<file path="src/rtl/octser_pkg.sv">
package octser_pkg;
  localparam int LANE_W_DEF = 8;
  localparam int OCTETS_DEF = 4;
  localparam int PHASE_W    = $clog2(OCTETS_DEF);

  // strobes from the control to the datapath
  typedef struct packed {
    logic               loadWord;
    logic               active;
    logic [PHASE_W-1:0] phase;
  } ctrlStrobes_t;
endpackage

</file>
<file path="src/rtl/octser_ctrl.sv">
module octser_ctrl
  import octser_pkg::*;
#(
  parameter int OCTETS = OCTETS_DEF
) (
  input  logic         clk,
  input  logic         rst,
  input  logic         loadStrobe,
  input  logic         wordValid,
  output ctrlStrobes_t strobes,
  output logic         octetClk
);
  localparam logic [PHASE_W-1:0] LAST_PHASE = PHASE_W'(OCTETS - 1);

  logic [PHASE_W-1:0] phaseQ;
  logic               activeQ;
  logic               clkQ;

  always_ff @(posedge clk) begin
    if (rst) begin
      phaseQ  <= '0;
      activeQ <= 1'b0;
    end else if (loadStrobe) begin
      phaseQ  <= '0;
      activeQ <= wordValid;
    end else if (activeQ) begin
      if (phaseQ == LAST_PHASE) begin
        activeQ <= 1'b0;
      end else begin
        phaseQ <= phaseQ + 1'b1;
      end
    end
  end

  always_ff @(posedge clk) begin
    if (rst) clkQ <= 1'b0;
    else     clkQ <= ~clkQ;
  end

  always_comb begin
    strobes.loadWord = loadStrobe;
    strobes.active   = activeQ;
    strobes.phase    = phaseQ;
  end

  assign octetClk = clkQ;
endmodule

</file>
<file path="src/rtl/octser_datapath.sv">
module octser_datapath
  import octser_pkg::*;
#(
  parameter int LANE_W = LANE_W_DEF,
  parameter int OCTETS = OCTETS_DEF,
  localparam int WORD_W = LANE_W * OCTETS,
  localparam int NPAIR  = OCTETS / 2
) (
  input  logic              clk,
  input  logic              rst,
  input  ctrlStrobes_t      strobes,
  input  logic              wordValid,
  input  logic              cellStart,
  input  logic [WORD_W-1:0] wordIn,
  output logic [LANE_W-1:0] octetOut,
  output logic              socOut
);
  logic [LANE_W-1:0] evenStage [NPAIR];
  logic [LANE_W-1:0] oddStage  [NPAIR];
  logic              stgSoc;

  // octet n lives at bits [WORD_W-1-n*LANE_W -: LANE_W]
  for (genvar p = 0; p < NPAIR; p++) begin : g_pair
    always_ff @(posedge clk) begin
      if (rst) begin
        evenStage[p] <= '0;
        oddStage[p]  <= '0;
      end else if (strobes.loadWord) begin
        evenStage[p] <= wordIn[WORD_W-1-(2*p)*LANE_W   -: LANE_W];
        oddStage[p]  <= wordIn[WORD_W-1-(2*p+1)*LANE_W -: LANE_W];
      end
    end
  end

  always_ff @(posedge clk) begin
    if (rst)                   stgSoc <= 1'b0;
    else if (strobes.loadWord) stgSoc <= cellStart & wordValid;
  end

  logic [PHASE_W-2:0] pairIdx;
  logic [LANE_W-1:0]  evenPick;
  logic [LANE_W-1:0]  oddPick;
  logic [LANE_W-1:0]  muxOctet;

  always_comb begin
    pairIdx  = strobes.phase[PHASE_W-1:1];
    evenPick = evenStage[pairIdx];
    oddPick  = oddStage[pairIdx];
    muxOctet = strobes.phase[0] ? oddPick : evenPick;
  end

  always_ff @(posedge clk) begin
    if (rst || !strobes.active) begin
      octetOut <= '0;
      socOut   <= 1'b0;
    end else begin
      octetOut <= muxOctet;
      socOut   <= stgSoc && (strobes.phase == '0);
    end
  end
endmodule

</file>
<file path="src/rtl/octet_cell_serializer.sv">
module octet_cell_serializer
  import octser_pkg::*;
#(
  parameter int LANE_W = LANE_W_DEF,
  parameter int OCTETS = OCTETS_DEF,
  localparam int WORD_W = LANE_W * OCTETS
) (
  input  logic              clk,
  input  logic              rst,
  input  logic              loadStrobe,
  input  logic              wordValid,
  input  logic              cellStart,
  input  logic [WORD_W-1:0] wordIn,
  output logic [LANE_W-1:0] octetOut,
  output logic              socOut,
  output logic              octetClk
);
  ctrlStrobes_t strobes;

  octser_ctrl #(.OCTETS(OCTETS)) u_ctrl (
    .clk(clk), .rst(rst), .loadStrobe(loadStrobe), .wordValid(wordValid),
    .strobes(strobes), .octetClk(octetClk)
  );

  octser_datapath #(.LANE_W(LANE_W), .OCTETS(OCTETS)) u_dp (
    .clk(clk), .rst(rst), .strobes(strobes), .wordValid(wordValid),
    .cellStart(cellStart), .wordIn(wordIn), .octetOut(octetOut), .socOut(socOut)
  );
endmodule

</file>
<file path="config.mk">
export PLATFORM = sky130hd
export DESIGN_NAME = octet_cell_serializer
export DESIGN_NICKNAME = d
export VERILOG_FILES = /design/src/rtl/octser_pkg.sv /design/src/rtl/octser_ctrl.sv /design/src/rtl/octser_datapath.sv /design/src/rtl/octet_cell_serializer.sv
export SDC_FILE = /design/constraint.sdc
export NUM_CORES = 1
export LEC_CHECK = 0
export BUFFER_PORTS_ARGS = -buffer_cell sky130_fd_sc_hd__buf_2
export CAP_MARGIN = 20
export CORE_ASPECT_RATIO = 1.25
export CORE_UTILIZATION = 47
export CTS_CLUSTER_DIAMETER = 40
export DETAILED_ROUTE_END_ITERATION = 16
export PLACE_DENSITY = 0.75
export SLEW_MARGIN = 20
export SYNTH_ARGS = -nofsm -noshare
export SYNTH_HDL_FRONTEND = slang
export SYNTH_SLANG_ARGS = --single-unit
</file>
<file path="constraint.sdc">
create_clock -name clk -period 1.2 [get_ports clk]
set_input_delay 0.24 -clock clk [delete_from_list [all_inputs] [get_ports clk]]
set_output_delay 0.24 -clock clk [all_outputs]
set_load 0.01 [all_outputs]
</file>
-- Word level (Yosys, flattened, before mapping)
Memory sizes are Yosys's and may differ from the RTL's. A register that Yosys moved wholly into a read port is not among the register bits.
Index checks and enable logic that the tools add are counted.
W data, S select, Z words.
- register bits: 14
- memory bits (writable): 32
- input port bits: 37
- output and inout bits: 10
- memories: 2
- $add $sub $neg: 1
- eq/ne operators: 1
- muxes and demuxes: 17
- bitwise logic cells: 7
- reduce and logical (&&, ||, !) cells: 6
- memory list (memory ; depth ; bits a word ; rd ports ; clocked after memory_dff ; wr ports ; RTL line ; source):
    u_dp.evenStage ; 2 ; 8 ; 1 ; 1 ; 2 ; octser_datapath.sv:18 ; logic [LANE_W-1:0] evenStage [NPAIR];
    u_dp.oddStage ; 2 ; 8 ; 1 ; 1 ; 2 ; octser_datapath.sv:19 ; logic [LANE_W-1:0] oddStage [NPAIR];
- operator list (kind ; count):
    $mux W8 ; 5
    $mux W1 ; 12
    $or A1 B1 Y1 ; 4
    $add A2 B1 Y2 const B ; 1
    $eq A2 B2 Y1 const B ; 1
    $logic_not A2 Y1 ; 1
    $not A1 Y1 ; 2
    $reduce_and A2 Y1 ; 1
    $reduce_or A2 Y1 ; 1
    $and A1 B1 Y1 ; 1
    $logic_and A1 B1 Y1 ; 1
    $logic_not A1 Y1 ; 1
    $logic_or A1 B1 Y1 ; 1

-- Depth between registers and ports, before layout
- depth after elaboration: 5
- depth in mapped cells: 4
- depth with buffers taken out: 4

-- By module
Synthesis repeated with hierarchy kept, for this count alone.
- cell total of the unflattened synthesis: 127
- area, all modules: 1849.3 sq um
- modules (own cells, without submodules) (module ; times used ; cells an instance ; area each (sq um) ; seq. area each (sq um)):
    octser_datapath ; 1 ; 112 ; 1671.6 ; 1161.1
    octser_ctrl ; 1 ; 15 ; 177.7 ; 80.1

-- Worst setup path after synthesis
No wires, ideal clock.
- path kind: flip-flop to flip-flop
- start: register u_ctrl.phaseQ[0]
- end: register with a tool-made name
- arrival time: 0.991 ns
- required time: 1.052 ns
- path slack: 0.061 ns
- stages on the path, launching flop included: 5
- path through: dfxtp_1 -> ha_1 -> nor2b_1 -> mux2i_1 -> nor2_1
- RTL lines (element ; RTL line ; source):
    start, declared ; octser_ctrl.sv:15 ; logic [PHASE_W-1:0] phaseQ;
    start signal, assigned ; octser_ctrl.sv:30 ; phaseQ <= phaseQ + 1'b1;

==> results.json <==
{
  "syn-cell-area_mm2": 0.00188,
  "fin_crit_sh_pct": 93.9,
  "critPathArrivalTime_ns": 1.31,
  "post_cts_setup_buffers": 0,
  "gr-total-overflow": 0,
  "final_core_util_pct": 59.7,
  "synthesis.nets": 168,
  "final-seq-area_mm2": 0.00126,
  "met3_wirelength_um": 165,
  "ys_ff_latch": 47,
  "initial_cell_density_of_the_core_pct": 49.4,
  "skew_ns": 0.00834,
  "post_synth_main_area_contributors": "edfxtp_1, dfxtp_1, and2_1",
  "number_of_buffers_added_by_the_clock_tree_synthesis_step": 5,
  "crit_path_start_kind": "register",
  "place_ws_ns": -0.00317,
  "std_cell_rows": 25,
  "max_slew.worst_pin.slew_ns": 0.496,
  "status": "finished, final reports clean",
  "max_frequency_mhz": 887,
  "clk_latency_ns": 0.29,
  "final_hold_viol_count": 0,
  "nets": 220,
  "detail_route.drc_violations": 0,
  "dieWidth_um": 58.6,
  "core-area_mm2": 0.00382,
  "hold-worst-slack_ns": 0.203,
  "p_sw_share_pct": 19.9,
  "maxUsedRoutingLayer": "met4",
  "placement.io_buffers": 46,
  "min_path_type": "in -> reg",
  "relSlewSlack_pct": 66.8,
  "number_of_flops_mapped_to_enable_cells_by_yosys": 32,
  "floorplan.die_area_mm2": 0.00427,
  "worst_setup_path_end_kind": "register",
  "die_h_um": 72.8,
  "avgRoutedWirePerCell_um": 12.4,
  "maxSlewViolCount": 0,
  "antennaDiodeCount": 0,
  "synthFlopType": "edfxtp_1",
  "power_switching_w": 0.000612,
  "wl_met1_mm": 1.11,
  "combPwrFrac_pct": 6.7,
  "yosys.area.top_type": "edfxtp_1",
  "clock_sink_count": 47,
  "cp_max_fo": 3,
  "whs_path_depth": 2,
  "htree_levels": 2,
  "maxCapViolCount": 0,
  "num_vias": 1110,
  "gpl_congestion": 0.706,
  "power.static_leakage_nw": 0.926,
  "met2_length_mm": 1.61,
  "largest_net_degree_at_the_start_of_global_routing": 35,
  "fillCellCount": 321,
  "post_synth.cell_area_avg_um2": 14.6,
  "routed_wl_mm": 2.92,
  "route.detailed.vias_per_inst": 4.70,
  "drt-initial-drc-count": 35,
  "post_route_cells_drive_above_1_share_pct": 35.2,
  "synth.top_cell.area_share_pct": 51.0,
  "initial_antenna_violation_count": 0,
  "yosys.cell_types.count": 20,
  "rsz0062_at_grt": "no",
  "grt_usage_pct": 15.2,
  "io_pins": 47,
  "multi_input_area_um2": 553,
  "share_seq_of_total_power_pct": 60.4,
  "grt_pass1_vias": 1091,
  "drt-pass1-iter-count": 4,
  "grt_pass1_wl_mm": 4.60,
  "tritoncts": "built",
  "async_flop_share_pct": 0,
  "synth_warnings": 0,
  "synthesis.instances": 129,
  "finalWorstPathRequiredPeriod_ns": 1.13,
  "worstPathRequired_ns": 1.38,
  "detail_route_antenna_nets": 0,
  "power_density_mw_per_mm2": 1350,
  "internal_power_w": 0.00247,
  "worst_case_clock_buffer_depth": 2,
  "clock_power_share_pct": 32.9,
  "post_synth_most_frequent_cells": "and2_1, edfxtp_1, mux2i_1, dfxtp_1, o22ai_1",
  "yosysSeqAreaShare_pct": 66.9,
  "detailed_place_hpwl_mm": 2.11,
  "setup_violations": 0,
  "ir_drop_mv": 0.841,
  "final_critical_path_setup_slack_ns": 0.0730,
  "clock_slew_seen_by_the_registers_of_the_worst_setup_and_hold_paths_ns": 0.08,
  "worstRegToRegCells": 4,
  "area_growth_pct": 20.8,
  "root_buffer_selected_by_cts": "clkbuf_8",
  "critPathKind": "reg -> reg"
}
==> what timing repair did <==
item	CTS	global route
setup endpoints to repair	2	0
hold endpoints to repair	0	0
gates resized for setup	1	0
hold buffers	0	0
==> sequential cells by signal, summed over array words and instances (netlist names), named ones only <==
register and flops:
u_dp.evenStage 16, u_dp.oddStage 16, u_dp.octetOut 8, u_ctrl.phaseQ 2
u_ctrl.activeQ 1, u_ctrl.octetClk 1, u_dp.socOut 1, u_dp.stgSoc 1
==> stage by stage <==
step / cells / power, W / TNS (ns) / area [um^2]
after floorplan: 129 / 0.00201 / 0 / 1880
after global placement: 228 / 0.00209 / 0 / 2170
after detailed placement: 228 / 0.00211 / -0.00317 / 2170
after CTS: 236 / 0.00311 / 0 / 2280
after global routing: 236 / 0.00320 / 0 / 2280
final: 236 / 0.00308 / 0 / 2280
==> layout by cell type (no fill, tap or decap), types with 2 or more instances in the layout <==
master and instances:
ha_1 2, nor2b_2 2, buf_2 46, buf_4 2, o22ai_1 8, nor2_1 4
inv_1 2, edfxtp_1 32, dfxtp_1 15, clkbuf_8 5, nand2_2 2, buf_12 2
mux2i_1 18, and2_1 32
==> cell type report <==
cell class	count	share of cell area [%]
clock buffers	6	4.12
clock inverters	2	0.385
inverters	2	0.330
multi-input cells	75	24.3
flip-flops and latches	47	55.4
well taps	54	2.97
repair buffers	50	12.5
==> cell families (layout without fill, tap and decap cells) <==
| group | Yosys count | after routing | share of synthesized area, % |
|---|---|---|---|
| flip-flops | 47 | 47 | 66.9 |
| buffers and inverters | 7 | 60 | 3.85 |
| multiplexers | 18 | 18 | 9.56 |
| XOR/XNOR | 1 | 1 | 0.465 |
| adder cells (fa/ha/maj) | 2 | 2 | 1.33 |
| AO/OA/AOI/OAI | 9 | 9 | 2.92 |
| AND/OR/NAND/NOR | 45 | 45 | 14.9 |
==> power by group through the flow <==
stage | registers, W | clock network (W) | logic (W)
3_5_place_dp | 0.00190 | 0 | 0.000207
2_1_floorplan | 0.00190 | 0 | 0.000114
4_1_cts | 0.00186 | 0.00104 | 0.000208
6_report | 0.00186 | 0.00101 | 0.000205
3_3_place_gp | 0.00190 | 0 | 0.000197
5_1_grt | 0.00187 | 0.00110 | 0.000229
==> routing by layer <==
layer	global-route usage, %	vias to the layer above
met3	6.21	5
met1	14.7	519
li1	-	554
met2	27.7	32
met5	0	-
met4	7.14	0
==> worst paths after layout <==
kind | startpoint | to | slack [ns]
hold reg to reg | u_ctrl.octetClk | u_ctrl.octetClk | 0.41
setup / recovery | u_ctrl.phaseQ[0] | register | 0.07
setup reg to reg | u_ctrl.phaseQ[0] | register | 0.07
hold / removal | rst | u_dp.stgSoc | 0.20
==> worst max-delay path: stages, from the launching register on <==
cell,delay (ns)
dfxtp_1,0.34
ha_1,0.21
nor2b_2,0.19
mux2i_1,0.21
nor2_1,0.07
(Power assumes the default switching activity.)
